## src/rtl/acc8_pkg.sv

```systemverilog
package acc8_pkg;

  localparam logic [7:0] OPC_LDI  = 8'h00;
  localparam logic [7:0] OPC_LDM  = 8'h01;
  localparam logic [7:0] OPC_NOP  = 8'h02;
  localparam logic [7:0] OPC_LDO  = 8'h18;
  localparam logic [7:0] OPC_OUTA = 8'h1A;
  localparam logic [7:0] OPC_ADDM = 8'h81;
  localparam logic [7:0] OPC_SUBI = 8'hA0;
  localparam logic [7:0] OPC_STM  = 8'hC2;
  localparam logic [7:0] OPC_JNZ  = 8'hEC;
  localparam logic [7:0] OPC_JGE  = 8'hF4;
  localparam logic [7:0] OPC_JMP  = 8'hFC;

  typedef enum logic [1:0] {SRC_IMM, SRC_RAM, SRC_ACC} src_e;
  typedef enum logic [1:0] {FN_PASS, FN_ADD, FN_SUB} fn_e;
  typedef enum logic [1:0] {BR_NONE, BR_ALWAYS, BR_NZ, BR_GE} br_e;

  typedef struct packed {
    logic acc_we;
    logic out_we;
    logic mem_we;
    src_e src;
    fn_e  fn;
    br_e  br;
  } ctl_t;

endpackage

```

## src/rtl/acc8_decode.sv

```systemverilog
module acc8_decode
  import acc8_pkg::*;
(
  input  logic [7:0] opc,
  output ctl_t       ctl
);

  always_comb begin
    ctl        = '0;
    ctl.src    = SRC_IMM;
    ctl.fn     = FN_PASS;
    ctl.br     = BR_NONE;
    case (opc)
      OPC_LDI:  ctl.acc_we = 1'b1;
      OPC_LDM:  begin ctl.acc_we = 1'b1; ctl.src = SRC_RAM; end
      OPC_LDO:  begin ctl.acc_we = 1'b1; ctl.out_we = 1'b1; end
      OPC_OUTA: begin ctl.out_we = 1'b1; ctl.src = SRC_ACC; end
      OPC_ADDM: begin ctl.acc_we = 1'b1; ctl.src = SRC_RAM; ctl.fn = FN_ADD; end
      OPC_SUBI: begin ctl.acc_we = 1'b1; ctl.fn = FN_SUB; end
      OPC_STM:  ctl.mem_we = 1'b1;
      OPC_JMP:  ctl.br = BR_ALWAYS;
      OPC_JNZ:  ctl.br = BR_NZ;
      OPC_JGE:  ctl.br = BR_GE;
      default:  ctl = ctl;
    endcase
  end

endmodule

```

## src/rtl/acc8_alu.sv

```systemverilog
module acc8_alu
  import acc8_pkg::*;
#(
  parameter int W = 8
) (
  input  src_e         src,
  input  fn_e          fn,
  input  logic [W-1:0] acc,
  input  logic [W-1:0] imm,
  input  logic [W-1:0] mem,
  output logic [W-1:0] y
);

  logic [W-1:0] b;

  always_comb begin
    case (src)
      SRC_RAM: b = mem;
      SRC_ACC: b = acc;
      default: b = imm;
    endcase
  end

  always_comb begin
    case (fn)
      FN_ADD:  y = acc + b;
      FN_SUB:  y = acc - b;
      default: y = b;
    endcase
  end

endmodule

```

## src/rtl/acc8_branch.sv

```systemverilog
module acc8_branch
  import acc8_pkg::*;
#(
  parameter int W = 8
) (
  input  br_e          br,
  input  logic [W-1:0] acc,
  output logic         take
);

  always_comb begin
    case (br)
      BR_ALWAYS: take = 1'b1;
      BR_NZ:     take = |acc;
      BR_GE:     take = ~acc[W-1];
      default:   take = 1'b0;
    endcase
  end

endmodule

```

## src/rtl/acc8_fetch.sv

```systemverilog
module acc8_fetch #(
  parameter int          AW       = 8,
  parameter int          IW       = 16,
  parameter logic [IW-1:0] NOP_WORD = '0
) (
  input  logic          clk,
  input  logic          rst,
  input  logic          take,
  input  logic [AW-1:0] target,
  input  logic [IW-1:0] word_in,
  output logic [AW-1:0] pc_q,
  output logic [IW-1:0] ir_q
);

  always_ff @(posedge clk) begin
    if (rst) begin
      pc_q <= '0;
      ir_q <= NOP_WORD;
    end else begin
      pc_q <= take ? target : pc_q + AW'(1);
      ir_q <= word_in;
    end
  end

endmodule

```

## src/rtl/acc8_core.sv

```systemverilog
module acc8_core
  import acc8_pkg::*;
#(
  parameter int W = 8
) (
  input  logic               clk,
  input  logic               rst,
  output logic [W-1:0]       imem_addr,
  input  logic [8+W-1:0]     imem_data,
  output logic [W-1:0]       ram_addr,
  output logic [W-1:0]       ram_wdata,
  output logic               ram_we,
  input  logic [W-1:0]       ram_rdata,
  output logic [W-1:0]       out_q
);

  localparam int OPW = 8;
  localparam int IW  = OPW + W;
  localparam logic [IW-1:0] NOP_WORD = {OPC_NOP, {W{1'b0}}};

  logic [IW-1:0]  ir_q;
  logic [OPW-1:0] opc;
  logic [W-1:0]   opnd;
  logic [W-1:0]   acc_q;
  logic [W-1:0]   alu_y;
  logic           take;
  ctl_t           ctl;

  assign opc  = ir_q[IW-1 -: OPW];
  assign opnd = ir_q[W-1:0];

  acc8_fetch #(.AW(W), .IW(IW), .NOP_WORD(NOP_WORD)) u_fetch (
    .clk     (clk),
    .rst     (rst),
    .take    (take),
    .target  (opnd),
    .word_in (imem_data),
    .pc_q    (imem_addr),
    .ir_q    (ir_q)
  );

  acc8_decode u_dec (
    .opc (opc),
    .ctl (ctl)
  );

  acc8_alu #(.W(W)) u_alu (
    .src (ctl.src),
    .fn  (ctl.fn),
    .acc (acc_q),
    .imm (opnd),
    .mem (ram_rdata),
    .y   (alu_y)
  );

  acc8_branch #(.W(W)) u_br (
    .br   (ctl.br),
    .acc  (acc_q),
    .take (take)
  );

  // Accumulator and output register: free-running clock, load enable.
  always_ff @(posedge clk) begin
    if (rst) begin
      acc_q <= '0;
      out_q <= '0;
    end else begin
      if (ctl.acc_we) acc_q <= alu_y;
      if (ctl.out_we) out_q <= alu_y;
    end
  end

  assign ram_addr  = opnd;
  assign ram_wdata = acc_q;
  assign ram_we    = ctl.mem_we;

endmodule

```

## config.mk

```make
export PLATFORM = sky130hd
export DESIGN_NAME = acc8_core
export DESIGN_NICKNAME = d
export VERILOG_FILES = /design/src/rtl/acc8_pkg.sv /design/src/rtl/acc8_decode.sv /design/src/rtl/acc8_alu.sv /design/src/rtl/acc8_branch.sv /design/src/rtl/acc8_fetch.sv /design/src/rtl/acc8_core.sv
export SDC_FILE = /design/constraint.sdc
export NUM_CORES = 1
export LEC_CHECK = 0
export ABC_AREA = 1
export ABC_CLOCK_PERIOD_IN_PS = 5800
export CORE_ASPECT_RATIO = 0.6
export CORE_UTILIZATION = 54
export DETAILED_ROUTE_END_ITERATION = 10
export PLACE_DENSITY = 0.92
export SETUP_SLACK_MARGIN = 0.4
export SYNTH_ARGS = -nofsm -noshare
export SYNTH_HDL_FRONTEND = slang
export SYNTH_SLANG_ARGS = --single-unit
```

## constraint.sdc

```tcl
create_clock -name clk -period 5.8 [get_ports clk]
set_clock_uncertainty 0.15 [all_clocks]
set_input_delay 0.87 -clock clk [delete_from_list [all_inputs] [get_ports clk]]
set_output_delay 0.87 -clock clk [all_outputs]
set_load 0.02 [all_outputs]
```

* Word-level counts from Yosys, hierarchy flattened *
Index checks and enable logic that the tools add are counted.

word-level totals
  register bits after elaboration = 40
  word-level logic and storage cells = 39
  input bits = 26
  output and inout port bits = 33

cells by class
  reductions and logical operators = 5
  equality and inequality tests = 16
  bitwise gates (word level) = 1
  add/sub/neg operators = 3
  mux-type cells = 10

operators by type and width
  kind                                            number
  == test 8 bit (second input constant)           6
  one-hot mux 8 bit (2 select lines)              2
  == test 8 x 5 -> 1 bit (second input constant)  2
  adder 8 x 1 -> 8 bit (second input constant)    1
  adder 8 bit                                     1
  == test 2 bit (second input constant)           4
  == test 8 x 1 -> 1 bit (second input constant)  1
  zero test 8 bit                                 1
  two-way mux 8 bit                               1
  one-hot mux 2 bit (2 select lines)              2
  OR reduction 8 bit                              1
  subtractor 8 bit                                1
  == test 2 x 1 -> 1 bit (second input constant)  3
  one-hot mux 2 bit (3 select lines)              1
  OR reduction 5 bit                              1
  OR reduction 2 bit                              2
  two-way mux 1 bit                               3
  one-hot mux 1 bit (3 select lines)              1
  inverter 1 bit                                  1

* Depth between registers and ports, before layout *
  word-level depth = 7
  mapped depth = 27

* Cells and area by module *
From an unflattened synthesis, not the netlist that was laid out.

unflattened totals
  cell total of the unflattened synthesis = 424
  area, all modules = 2680.1 um^2

by module, submodules not included
  module       sequential area each (um^2)  area an instance (um^2)  instances  cells each
  acc8_alu     0.0                          899.6                    1          157
  acc8_fetch   480.5                        887.1                    1          116
  acc8_core    320.3                        656.9                    1          94
  acc8_decode  0.0                          187.7                    1          45
  acc8_branch  0.0                          48.8                     1          12

* Worst setup path before layout *
OpenSTA, ideal clock, no wires.

  path type = register to register
  start point = register u_fetch.ir_q[15]
  end point = register out_q[7]
  clock period less this slack = 3704 ps
  library setup time = 56 ps
  stages on the path, launching flop included = 27
  data arrival time = 3498 ps
  setup slack = 2096 ps
  cell sequence = dfxtp_1 nor2_2 nand3_2 nor4_4 inv_1 nor2_1 inv_1 ha_1 inv_2 buf_6 nand3_1 o21ai_2 ha_1 nand3_1 o31ai_1 xor2_1 inv_1 ha_1 a21oi_1 o21ai_0 a31oi_1 inv_1 nand3_1 nand3_2 nand3_1 nand2_1 inv_1

between the ends
  word-level cells in the longest chain between the ends = 7
  elaborated cells between the ends (all ways) = 18
  classes of those cells = add/sub: 2; eq/ne: 9; mux: 5; reduce/logical: 2

RTL lines
  item                                                            RTL line                        RTL
  start: declaration                                              acc8_fetch.sv:12                output logic [IW-1:0] ir_q
  start signal: assignment                                        acc8_fetch.sv:21                ir_q <= word_in;
  == test 8 x 1 -> 1 bit / == test 8 bit (equally long branches)  acc8_decode.sv:13               case (opc)
  OR reduction 2 bit (no line)                                    n/a
  one-hot mux 2 bit (2 select lines)                              acc8_decode.sv:13
  == test 2 bit / == test 2 x 1 -> 1 bit (equally long branches)  acc8_alu.sv:17                  case (src)
  one-hot mux 8 bit (2 select lines)                              acc8_alu.sv:17
  subtractor 8 bit / adder 8 bit (equally long branches)          acc8_alu.sv:27, acc8_alu.sv:26
  one-hot mux 8 bit (2 select lines)                              acc8_alu.sv:25                  case (fn)
  end signal: assignment                                          acc8_core.sv:69                 if (ctl.out_we) out_q <= alu_y;
  end: declaration                                                acc8_core.sv:14                 output logic [W-1:0] out_q

Parallel ways exist; a longest one is shown, timed or not.
A chain may end at the register's enable or synchronous reset.

* Worst setup path in the final report *
  start point = register u_fetch.ir_q[15]
  end point = register out_q[6]

Same word-level chain as after synthesis.

==> results_dict.tcl <==
set metrics [dict create \
    status "completed" \
    grt_antenna_before_repair 0 \
    die_w_um 89.6 \
    cts_inserted_buffers 5 \
    vias 2507 \
    regToRegStartpoint "u_fetch.ir_q[15]$_SDFF_PP0_" \
    cp.required_ns 5.85 \
    first_global_vias 2227 \
    port_buffers 58 \
    gr-total-overflow 0 \
    syn2layout_area_growth_pct 27.2 \
    dr.first_iter.drc_count 206 \
    hold_depth 2 \
    seq_area_frac_synth 0.322 \
    r2r-end "out_q[6]$_SDFFE_PP0P_" \
    cts.clk_slew.worst_paths_ns 0.07 \
    finalCritPeriodShare 0.816 \
    cts-resized-gates 0 \
    globalplace.congestion 0.929 \
    wl_per_cell_um 13.3 \
    start_util 0.584 \
    power_frac_comb 0.211 \
    pre_cts_slack_ns 1.17 \
    die_area_um2 4890 \
    worst_ir_drop_vdd_mv 0.123 \
    cap_violations 0 \
    grt_max_degree 24 \
    num_io_pins 59 \
    power_leakage_uw 0.00149 \
    cts_setup_buffers 0 \
    drive_gt1_frac 0.0694 \
    r2r.worst_path.cells 23 \
    cts_hold_buf 0 \
    setup_viol 0 \
    hold-path-endpoint "out_q[3]$_SDFFE_PP0P_" \
    timing.final.crit_period_ns 4.73 \
    synth_nets 407 \
    hp-class "reg -> reg" \
    syn_inst 368 \
    p_switching_uw 191 \
    num_rows 18 \
    p_per_area_nw_per_um2 219 \
    cp.arrival_ns 4.78 \
    viasPerCell 5.24 \
    finalHoldViolations 0 \
    h-tree-depth 2 \
    syn_area_per_cell_um2 6.76 \
    cts_tree "yes" \
    worstPathMaxFanout 16 \
    regToRegSetupSlack_ns 1.07 \
    drc 0 \
    grt_pass1_wl_mm 10.1 \
    fp.dieH_um 54.6 \
    layout_common_cells "nand2_1 (69), inv_1 (64), clkdlybuf4s50_1 (58), nor2_1 (55), dfxtp_1 (40)" \
    internal-power_uw 502 \
    rsz0062_at_grt "false" \
    fmax_mhz 211 \
    ys_warn_count 0 \
    critPathKind "reg -> reg" \
    ys_types 35 \
    post-dp-hpwl_mm 4.83 \
    layout_commonest_cell "nand2_1" \
    switching_share 0.276 \
    p_seq_frac 0.432 \
    ant_nets 0 \
    clockRootBuffer "clkbuf_8" \
    n_antenna_cell 0 \
    insertion_delay_ns 0.29 \
    end_kind "register" \
    slew_violations 0 \
    fin_ws_ns 1.07 \
    min-delay-start "out_q[3]$_SDFFE_PP0P_" \
    tns_ns 0 \
    grt_usage 0.281 \
    relSlewSlack 0.461 \
    core_um2 4260 \
    tightest_slew_ns 0.803 \
    syn_area_um2 2490 \
    cp-start-kind "register" \
    clock_sinks 40 \
    wirelength_mm 6.36 \
    clockPowerShare 0.357 \
    final_net_count 456 \
    ys_seq_elements 40 \
    cts_buffer_depth 2 \
    dr.pass1.iters 5 \
]
-- cells by family (layout without fill, tap and decap cells) --
kind of cell	after synthesis	count (layout)	share of synthesized area
buffers and inverters	82	132	0.143
and+or+nand+nor	176	176	0.318
xor gates and xnor gates	13	13	0.0458
DFF	40	40	0.322
AOI/OAI and AO/OA	44	44	0.103
adders and majority gates	13	13	0.0684
-- final cells by class --
type,instances,area [um^2]
clock buffers,7,96.3
clock inverters,1,30.0
fillers,307,1090
inverters,65,244
multi-input cells,246,1330
flip-flops and latches,40,801
well taps,60,75.1
repair buffers,59,588
-- how the worst max path moves through the flow --
| stage | startpoint | end | slack (ns) | cells past startpoint |
|---|---|---|---|---|
| floorplan | u_fetch.ir_q[15]$_SDFF_PP0_ | out_q[7]$_SDFFE_PP0P_ | 2.10 | 26 |
| global placement | u_fetch.ir_q[15]$_SDFF_PP0_ | out_q[6]$_SDFFE_PP0P_ | 1.48 | 23 |
| detailed placement | u_fetch.ir_q[15]$_SDFF_PP0_ | ram_wdata[7]$_SDFFE_PP0P_ | 1.17 | 25 |
| CTS | u_fetch.ir_q[15]$_SDFF_PP0_ | out_q[7]$_SDFFE_PP0P_ | 1.11 | 25 |
| global route | u_fetch.ir_q[15]$_SDFF_PP0_ | ram_wdata[7]$_SDFFE_PP0P_ | 0.69 | 25 |
| finish | u_fetch.ir_q[15]$_SDFF_PP0_ | out_q[6]$_SDFFE_PP0P_ | 1.07 | 23 |
-- registers in the layout, summed over array words and instances (netlist names) --
name	cells
out_q	8
ram_wdata	8
u_fetch.ir_q	16
u_fetch.pc_q	8
-- power groups by stage --
| stage | logic, uW | clock network, uW | registers (uW) |
|---|---|---|---|
| after floorplan | 88.9 | 0 | 308 |
| after global placement | 138 | 0 | 305 |
| after detailed placement | 142 | 0 | 305 |
| after CTS | 144 | 249 | 299 |
| after global routing | 161 | 262 | 301 |
| final | 146 | 248 | 300 |
-- per-layer routing --
metal | vias to the layer above | global-route usage | share of wire | routed length [um]
li1 | 1242 | - | - | -
met1 | 1124 | 0.373 | 0.47 | 3010
met2 | 127 | 0.439 | 0.41 | 2590
met3 | 14 | 0.0784 | 0.10 | 644
met4 | 0 | 0.101 | 0.018 | 114
met5 | - | 0 | 0 | 0
-- cells in the mapped netlist, drive strengths merged --
master / n / area (um^2)
a21oi: 10 / 61.3
a221oi: 1 / 8.76
a31oi: 1 / 6.26
buf: 13 / 97.6
clkbuf: 4 / 15.0
dfxtp: 40 / 801
fa: 1 / 20.0
ha: 12 / 150
inv: 65 / 244
nand2: 72 / 278
nand3: 30 / 165
nand4: 2 / 12.5
nor2: 57 / 219
nor3: 4 / 25.0
nor4: 5 / 52.6
o211ai: 3 / 22.5
o21ai: 27 / 143
o22ai: 1 / 6.26
o31ai: 1 / 7.51
or2: 6 / 37.5
xnor2: 2 / 17.5
xor2: 11 / 96.3
-- critical path: stages (launching register included) --
cell and delay, ns:
dfxtp_1 0.36, nor2_2 0.17, nand3_2 0.11, nor4_4 0.62
inv_1 0.19, nor2_1 0.19, inv_1 0.06, ha_1 0.33
inv_2 0.20, or2_1 0.15, nand2_2 0.08, ha_1 0.28
o21ai_0 0.18, fa_1 0.50, nand3_1 0.09, nand3_1 0.13
nand2_1 0.13, nand2_1 0.07, a21oi_1 0.18, xnor2_1 0.09
nand2_1 0.09, nand3_1 0.14, nand2_1 0.12, inv_1 0.04
-- stage by stage --
stage / instances / util / total power, uW / hold slack (ns) / cell area (um^2)
after floorplan: 368 / - / 397 / 0.343 / 2490
after global placement: 470 / 0.713 / 443 / 0.335 / 3040
after detailed placement: 470 / 0.713 / 448 / 0.332 / 3040
after CTS: 478 / 0.743 / 692 / 0.357 / 3160
after global routing: 478 / 0.743 / 724 / 0.408 / 3160
final: 478 / 0.743 / 694 / 0.350 / 3160
No activity file was read; power rests on OpenSTA's default activity.
